## config.mk

```make
export PLATFORM = sky130hd
export DESIGN_NAME = muldiv_seq
export DESIGN_NICKNAME = d
export VERILOG_FILES = /design/src/rtl/muldiv_pkg.sv /design/src/rtl/muldiv_prep.sv /design/src/rtl/muldiv_mul_engine.sv /design/src/rtl/muldiv_div_engine.sv /design/src/rtl/muldiv_post.sv /design/src/rtl/muldiv_seq.sv
export SDC_FILE = /design/constraint.sdc
export NUM_CORES = 1
export LEC_CHECK = 0
export BUFFER_PORTS_ARGS = -buffer_cell sky130_fd_sc_hd__buf_4
export CORE_ASPECT_RATIO = 0.5
export CORE_UTILIZATION = 45
export CTS_CLUSTER_DIAMETER = 100
export DETAILED_ROUTE_END_ITERATION = 8
export RECOVER_POWER = 50
export SLEW_MARGIN = 20
export SYNTH_ARGS = -nofsm -noshare
export SYNTH_HDL_FRONTEND = slang
export SYNTH_SLANG_ARGS = --single-unit
export TNS_END_PERCENT = 10
```

## constraint.sdc

```tcl
create_clock -name clk -period 3.3 [get_ports clk]
set_input_delay 0.66 -clock clk [delete_from_list [all_inputs] [get_ports clk]]
set_output_delay 0.66 -clock clk [all_outputs]
set_load 0.005 [all_outputs]
```

## src/rtl/muldiv_pkg.sv

```systemverilog
package muldiv_pkg;
   typedef enum logic [1:0] {
      OP_MUL  = 2'd0,
      OP_IMUL = 2'd1,
      OP_DIV  = 2'd2,
      OP_IDIV = 2'd3
   } md_op_e;

   typedef enum logic [1:0] {
      ST_IDLE = 2'd0,
      ST_RUN  = 2'd1,
      ST_FIN  = 2'd2
   } md_state_e;
endpackage

```

## src/rtl/muldiv_prep.sv

```systemverilog
module muldiv_prep
   import muldiv_pkg::*;
#(
   parameter int WORD_W = 16
) (
   input  logic [1:0]          op,
   input  logic                wide,
   input  logic [WORD_W-1:0]   ax,
   input  logic [WORD_W-1:0]   dx,
   input  logic [WORD_W-1:0]   src,
   output logic                is_div,
   output logic                sgn,
   output logic [2*WORD_W-1:0] mag_a,
   output logic [WORD_W-1:0]   mag_b,
   output logic                neg_res,
   output logic                neg_rem,
   output logic                div_zero
);
   localparam int HALF = WORD_W / 2;
   localparam int DW   = 2 * WORD_W;

   md_op_e            op_e;
   logic [DW-1:0]     a_ext;
   logic [WORD_W-1:0] b_ext;
   logic              a_neg;
   logic              b_neg;

   assign op_e = md_op_e'(op);

   always_comb begin
      is_div = (op_e == OP_DIV) || (op_e == OP_IDIV);
      sgn    = (op_e == OP_IMUL) || (op_e == OP_IDIV);
      if (wide) begin
         b_ext = src;
      end else if (sgn) begin
         b_ext = {{(WORD_W-HALF){src[HALF-1]}}, src[HALF-1:0]};
      end else begin
         b_ext = {{(WORD_W-HALF){1'b0}}, src[HALF-1:0]};
      end
      if (is_div && wide) begin
         a_ext = {dx, ax};
      end else if (is_div || wide) begin
         a_ext = sgn ? {{(DW-WORD_W){ax[WORD_W-1]}}, ax}
                     : {{(DW-WORD_W){1'b0}}, ax};
      end else begin
         a_ext = sgn ? {{(DW-HALF){ax[HALF-1]}}, ax[HALF-1:0]}
                     : {{(DW-HALF){1'b0}}, ax[HALF-1:0]};
      end
      a_neg    = sgn & a_ext[DW-1];
      b_neg    = sgn & b_ext[WORD_W-1];
      mag_a    = a_neg ? -a_ext : a_ext;
      mag_b    = b_neg ? -b_ext : b_ext;
      neg_res  = a_neg ^ b_neg;
      neg_rem  = a_neg;
      div_zero = (b_ext == '0);
   end
endmodule

```

## src/rtl/muldiv_mul_engine.sv

```systemverilog
module muldiv_mul_engine #(
   parameter int WORD_W = 16
) (
   input  logic                clk,
   input  logic                rst_n,
   input  logic                load,
   input  logic                step,
   input  logic [WORD_W-1:0]   mcand_in,
   input  logic [WORD_W-1:0]   mplier_in,
   output logic [2*WORD_W-1:0] prod
);
   localparam int DW = 2 * WORD_W;

   logic [DW-1:0]     mcand;
   logic [WORD_W-1:0] mplier;

   always_ff @(posedge clk or negedge rst_n) begin
      if (!rst_n) begin
         mcand  <= '0;
         mplier <= '0;
         prod   <= '0;
      end else if (load) begin
         mcand  <= {{WORD_W{1'b0}}, mcand_in};
         mplier <= mplier_in;
         prod   <= '0;
      end else if (step) begin
         if (mplier[0]) prod <= prod + mcand;
         mcand  <= mcand << 1;
         mplier <= mplier >> 1;
      end
   end
endmodule

```

## src/rtl/muldiv_div_engine.sv

```systemverilog
module muldiv_div_engine #(
   parameter int WORD_W = 16
) (
   input  logic                clk,
   input  logic                rst_n,
   input  logic                load,
   input  logic                step,
   input  logic                wide,
   input  logic [2*WORD_W-1:0] dividend,
   input  logic [WORD_W-1:0]   divisor,
   output logic [WORD_W-1:0]   quo,
   output logic [WORD_W-1:0]   rem,
   output logic                mag_ovf
);
   localparam int HALF = WORD_W / 2;
   localparam int DW   = 2 * WORD_W;

   logic [WORD_W-1:0] dvs;
   logic [WORD_W-1:0] lo_sh;
   logic [WORD_W-1:0] hi_init;
   logic [WORD_W-1:0] lo_init;
   logic [WORD_W:0]   trial;
   logic              fits;

   always_comb begin
      hi_init = wide ? dividend[DW-1:WORD_W]
                     : {{(WORD_W-HALF){1'b0}}, dividend[WORD_W-1:HALF]};
      lo_init = wide ? dividend[WORD_W-1:0]
                     : {dividend[HALF-1:0], {(WORD_W-HALF){1'b0}}};
      trial   = {rem, lo_sh[WORD_W-1]};
      fits    = trial >= {1'b0, dvs};
   end

   always_ff @(posedge clk or negedge rst_n) begin
      if (!rst_n) begin
         dvs     <= '0;
         lo_sh   <= '0;
         quo     <= '0;
         rem     <= '0;
         mag_ovf <= 1'b0;
      end else if (load) begin
         dvs     <= divisor;
         lo_sh   <= lo_init;
         quo     <= '0;
         rem     <= hi_init;
         mag_ovf <= hi_init >= divisor;
      end else if (step) begin
         rem   <= fits ? (trial[WORD_W-1:0] - dvs) : trial[WORD_W-1:0];
         quo   <= {quo[WORD_W-2:0], fits};
         lo_sh <= lo_sh << 1;
      end
   end
endmodule

```

## src/rtl/muldiv_post.sv

```systemverilog
module muldiv_post #(
   parameter int WORD_W = 16
) (
   input  logic                is_div,
   input  logic                sgn,
   input  logic                wide,
   input  logic                neg_res,
   input  logic                neg_rem,
   input  logic                div_zero,
   input  logic                mag_ovf,
   input  logic [2*WORD_W-1:0] prod,
   input  logic [WORD_W-1:0]   quo,
   input  logic [WORD_W-1:0]   rem,
   input  logic [WORD_W-1:0]   ax_in,
   input  logic [WORD_W-1:0]   dx_in,
   output logic [WORD_W-1:0]   ax_res,
   output logic [WORD_W-1:0]   dx_res,
   output logic                err
);
   localparam int HALF = WORD_W / 2;
   localparam int DW   = 2 * WORD_W;

   logic [DW-1:0]     p_s;
   logic [WORD_W-1:0] q_s;
   logic [WORD_W-1:0] r_s;
   logic [WORD_W-1:0] lim_pos;
   logic [WORD_W-1:0] lim_neg;
   logic              rng_bad;

   always_comb begin
      p_s     = neg_res ? -prod : prod;
      q_s     = neg_res ? -quo : quo;
      r_s     = neg_rem ? -rem : rem;
      lim_pos = wide ? {1'b0, {(WORD_W-1){1'b1}}}
                     : {{(WORD_W-HALF+1){1'b0}}, {(HALF-1){1'b1}}};
      lim_neg = wide ? {1'b1, {(WORD_W-1){1'b0}}}
                     : {{(WORD_W-HALF){1'b0}}, 1'b1, {(HALF-1){1'b0}}};
      rng_bad = sgn & (neg_res ? (quo > lim_neg) : (quo > lim_pos));
      err     = is_div & (div_zero | mag_ovf | rng_bad);
      if (err) begin
         ax_res = ax_in;
         dx_res = dx_in;
      end else if (!is_div) begin
         ax_res = p_s[WORD_W-1:0];
         dx_res = wide ? p_s[DW-1:WORD_W] : dx_in;
      end else if (wide) begin
         ax_res = q_s;
         dx_res = r_s;
      end else begin
         ax_res = {r_s[HALF-1:0], q_s[HALF-1:0]};
         dx_res = dx_in;
      end
   end
endmodule

```

## src/rtl/muldiv_seq.sv

```systemverilog
module muldiv_seq
   import muldiv_pkg::*;
#(
   parameter int WORD_W = 16
) (
   input  logic              clk,
   input  logic              rst_n,
   input  logic              start,
   input  logic [1:0]        op,
   input  logic              wide,
   input  logic [WORD_W-1:0] ax_in,
   input  logic [WORD_W-1:0] dx_in,
   input  logic [WORD_W-1:0] src_in,
   output logic              busy,
   output logic              done,
   output logic [WORD_W-1:0] ax_out,
   output logic [WORD_W-1:0] dx_out,
   output logic              div_err
);
   localparam int HALF  = WORD_W / 2;
   localparam int DW    = 2 * WORD_W;
   localparam int CNT_W = $clog2(WORD_W + 1);

   generate
      if ((WORD_W < 4) || ((WORD_W % 2) != 0)) begin : g_bad_width
         $error("muldiv_seq: WORD_W must be even and at least 4");
      end
   endgenerate

   md_state_e         state;
   logic [CNT_W-1:0]  cnt;
   logic              accept;
   logic              step;

   logic              p_is_div, p_sgn, p_neg_res, p_neg_rem, p_zero;
   logic [DW-1:0]     p_mag_a;
   logic [WORD_W-1:0] p_mag_b;

   logic              is_div_q, sgn_q, wide_q, neg_res_q, neg_rem_q, zero_q;
   logic [WORD_W-1:0] ax_q, dx_q;

   logic [DW-1:0]     prod;
   logic [WORD_W-1:0] quo, rem;
   logic              mag_ovf;
   logic [WORD_W-1:0] ax_res, dx_res;
   logic              err;

   assign busy   = (state != ST_IDLE);
   assign accept = start && (state == ST_IDLE);
   assign step   = (state == ST_RUN);

   muldiv_prep #(.WORD_W(WORD_W)) u_prep (
      .op(op), .wide(wide), .ax(ax_in), .dx(dx_in), .src(src_in),
      .is_div(p_is_div), .sgn(p_sgn), .mag_a(p_mag_a), .mag_b(p_mag_b),
      .neg_res(p_neg_res), .neg_rem(p_neg_rem), .div_zero(p_zero)
   );

   muldiv_mul_engine #(.WORD_W(WORD_W)) u_mul (
      .clk(clk), .rst_n(rst_n), .load(accept), .step(step),
      .mcand_in(p_mag_a[WORD_W-1:0]), .mplier_in(p_mag_b), .prod(prod)
   );

   muldiv_div_engine #(.WORD_W(WORD_W)) u_div (
      .clk(clk), .rst_n(rst_n), .load(accept), .step(step), .wide(wide),
      .dividend(p_mag_a), .divisor(p_mag_b),
      .quo(quo), .rem(rem), .mag_ovf(mag_ovf)
   );

   muldiv_post #(.WORD_W(WORD_W)) u_post (
      .is_div(is_div_q), .sgn(sgn_q), .wide(wide_q),
      .neg_res(neg_res_q), .neg_rem(neg_rem_q), .div_zero(zero_q),
      .mag_ovf(mag_ovf), .prod(prod), .quo(quo), .rem(rem),
      .ax_in(ax_q), .dx_in(dx_q),
      .ax_res(ax_res), .dx_res(dx_res), .err(err)
   );

   always_ff @(posedge clk or negedge rst_n) begin
      if (!rst_n) begin
         state     <= ST_IDLE;
         cnt       <= '0;
         is_div_q  <= 1'b0;
         sgn_q     <= 1'b0;
         wide_q    <= 1'b0;
         neg_res_q <= 1'b0;
         neg_rem_q <= 1'b0;
         zero_q    <= 1'b0;
         ax_q      <= '0;
         dx_q      <= '0;
         done      <= 1'b0;
         div_err   <= 1'b0;
         ax_out    <= '0;
         dx_out    <= '0;
      end else begin
         done    <= 1'b0;
         div_err <= 1'b0;
         case (state)
            ST_IDLE: begin
               if (accept) begin
                  is_div_q  <= p_is_div;
                  sgn_q     <= p_sgn;
                  wide_q    <= wide;
                  neg_res_q <= p_neg_res;
                  neg_rem_q <= p_neg_rem;
                  zero_q    <= p_zero;
                  ax_q      <= ax_in;
                  dx_q      <= dx_in;
                  cnt       <= wide ? CNT_W'(WORD_W) : CNT_W'(HALF);
                  state     <= ST_RUN;
               end
            end
            ST_RUN: begin
               cnt <= cnt - CNT_W'(1);
               if (cnt == CNT_W'(1)) state <= ST_FIN;
            end
            ST_FIN: begin
               done    <= 1'b1;
               div_err <= err;
               ax_out  <= ax_res;
               dx_out  <= dx_res;
               state   <= ST_IDLE;
            end
            default: state <= ST_IDLE;
         endcase
      end
   end
endmodule

```

==> summary.txt <==
Status: finished, violations left
Violated checks: capacitance limit, slew limit
Top cells by area, synth: dfrtp_1 (37%), nand2_1 (8.3%), ha_1 (6.7%)
Cell area after synthesis: 15120 sq um
Hold Crit Endpoint: dx_q[10]
Pwr/cell area: 976.6 nW/um^2
CP startpoint: op[1]
Yosys reg bits: 224
Final setup vio count: 0
Num CTS Buffers: 23
EDFF count, synth: 0
Core Area: 33050 sq um
Cell taking the most area after synthesis: dfrtp_1
Mean Syn Cell Area: 8.367 sq um
Startpoint types: primary input
# DRC: 0
Vias in the first global route: 13586
Synth warnings: 0
Crit path largest cell delay: 330 ps
Final #Nets: 2154
Vias per Instance: 5.738
Worst min path class: in -> reg
FF-to-FF End: ax_out[2]
Dominant synthesized flop cell: dfrtp_1
Final hold vios: 0
DRT iter0 DRCs: 1381
Ratio of cells with drive above 1 in the final layout: 18.16%
Die ar.: 34380 sq um
R2R setup slack: 140 ps
Worst setup path class: in -> reg
Chip height: 131.6 um
Reg clk slew, reported paths: 70 ps
Crit path DAT: 3580 ps
CTS tree: built
Post-DP HPWL: 36.88 mm
Rows: 47
Worst VDD drop: 0.0005293 V
Lkg Pwr: 8.643 nW
Max-cap violations: 1
RSZ-0062 raised after global routing: true
CP Buf/Inv Count: 1
Crit. End Element: flip-flop
Period utilization: 95.80%
CTS Hold Buffers Added: 0
Die X-Extent: 261.2 um
Slew HR: -39.85%
Pin count of the biggest net entering global routing: 80
Share of the synthesized area in the top cell type: 37.07%
Hold depth: 3
Sequential-to-total area share from yosys stat: 37.07%
Most common cell after layout, fill and taps aside: nand2_1
Critical-path top delay cell: mux2_4
Total clock sinks: 224
Reg2Reg Depth: 11
Antenna violations before repair: 3
Final core occ: 55.53%
Reg-to-Reg Start: wide_q
Initial Util: 45.75%
CTS Buffer Depth: 3
Global route total overflow: 0
I/O pins: 89
Total power: 17.92 mW
Filler instances: 3128
Register area: 5607 sq um
CP Cell Sequence: buf_4 > mux2_4 > a21oi_2 > a21oi_2 > nand2_2 > nor2_1 > xnor2_1 > nor2_1 > a311oi_2 > ha_1 > nand2b_1 > a21o_1 > a21o_1 > a21oi_1 > nor2b_1 > o21ai_1 > a211oi_1 > o31ai_1 > a21oi_1
Gate Count Post-Synth: 1807
Layout area overhead: 21.39%
CTS Root Buffer Type: clkbuf_16
Worst EP required: 3720 ps
Placer Congestion: 0.9255
Worst Tran Pin Value: 2098 ps
Fmax: 0.3163 GHz
Total GRT Usage: 28.91%
Syn_nets: 1944
Hold Path Origin: dx_in[10]
Crit path depth: 19
H-tree depth: 1
Per-cell routed wire length: 19.83 um
Buffers on Ports: 88
Largest regs: u_mul.mcand: 32 flops, u_mul.prod: 32 flops
Post-layout min period: 3161 ps
Multi-input gate area: 9051 sq um
First-pass GRT wire length: 77.54 mm
Layout Skew: 10.54 ps
Distinct cells, synth: 72
Crit-path leading delay family: compound AO/OA/AOI/OAI gates
Worst skew pair latency: 540 ps
Antenna-violating nets left: 0
Max Slew Vio Count: 79
Most frequent cells in the layout: nand2_1 (330), buf_4 (269), dfrtp_1 (223)
Final wirelength: 49.05 mm
CP max FO: 9
Via count: 14189
Ys async rst share: 100.0%
DRT Pass-1 Iters: 5
Inserted Diodes: 0
-- cell usage after synthesis (all sizes together) (10+ instances only) --
master  instances
nand2         334
dfrtp         224
o21ai         209
nor2          103
a21oi          98
clkbuf         89
ha             81
xor2           63
xnor2          60
inv            50
mux2i          41
nand3          36
a21o           31
o31ai          30
a22oi          29
a31oi          26
nand2b         21
a221o          19
o211ai         19
nor3           17
or3            17
and3           16
buf            15
o41ai          15
o21a           13
a211oi         12
nor4           11
nor2b          10
-- layer usage --
metal	share of wire [%]	wire length, um	GRT usage, %	up-vias
met4	2.1	1046	6.492	0
met5	0	0	0	-
met3	6.0	2941	4.282	67
met2	41	20120	40.74	410
met1	51	24940	45.77	6821
li1	-	-	-	6891
-- worst register-to-register path, cell delays in order (launching register included) --
cell        delay [ps]
dfrtp_1            390
clkinvlp_4         240
ha_1               360
and4_1             220
and3b_1            170
a2111oi_0          400
o31a_2             310
o31ai_4            110
buf_12             210
o211ai_1           150
o21ai_0            280
o21ai_0            220
-- worst max-delay path by stage --
stage	end	slack [ps]
5_1_grt	u_div.mag_ovf	-70
2_1_floorplan	u_div.mag_ovf	-100
3_3_place_gp	u_div.mag_ovf	-430
4_1_cts	dx_out[14]	60
3_5_place_dp	u_div.mag_ovf	-470
6_report	u_div.mag_ovf	140
-- report_power, final --
| group | internal [mW] | switching [mW] |
|---|---|---|
| clock | 1.46 | 1.16 |
| combinational | 4.26 | 6.02 |
| sequential | 3.88 | 1.14 |
-- kinds of logic after synthesis --
family                     after synthesis  synth area share, %
muxes                                   44                3.012
buffers and inverters                  155                3.997
AOI/OAI and AO/OA                      558                23.35
DFF                                    224                37.07
and+or+nand+nor                        620                18.48
xor gates and xnor gates               123                7.125
adders and majority gates               83                6.968
-- stage by stage --
step           area (sq um)  worst slack [ps]  setup TNS, ps  hold slack [ps]  instances
2_1_floorplan         15210            -99.69         -99.69            364.4       1807
3_3_place_gp          17570            -425.2         -462.8            456.7       2429
3_5_place_dp          17570            -468.2         -468.2            464.7       2429
4_1_cts               18310             62.80              0            117.3       2469
5_1_grt               18350            -72.66         -126.8            354.7       2473
6_report              18350             138.7              0            356.3       2473
-- area by class of cell --
class,instances,share of cell area (%)
Multi-Input combinational cell,1428,49.31
Clock buffer,34,3.797
Timing Repair Buffer,289,12.07
Clock inverter,6,0.1977
Sequential cell,224,30.55
Inverter,51,1.063
Tap cell,441,3.006
-- timing repair --
item	4_1_cts	5_1_grt
buffers inserted	0	4
resized for setup	0	13
setup endpoints to repair	0	27
No activity file was read; power rests on OpenSTA's default activity.
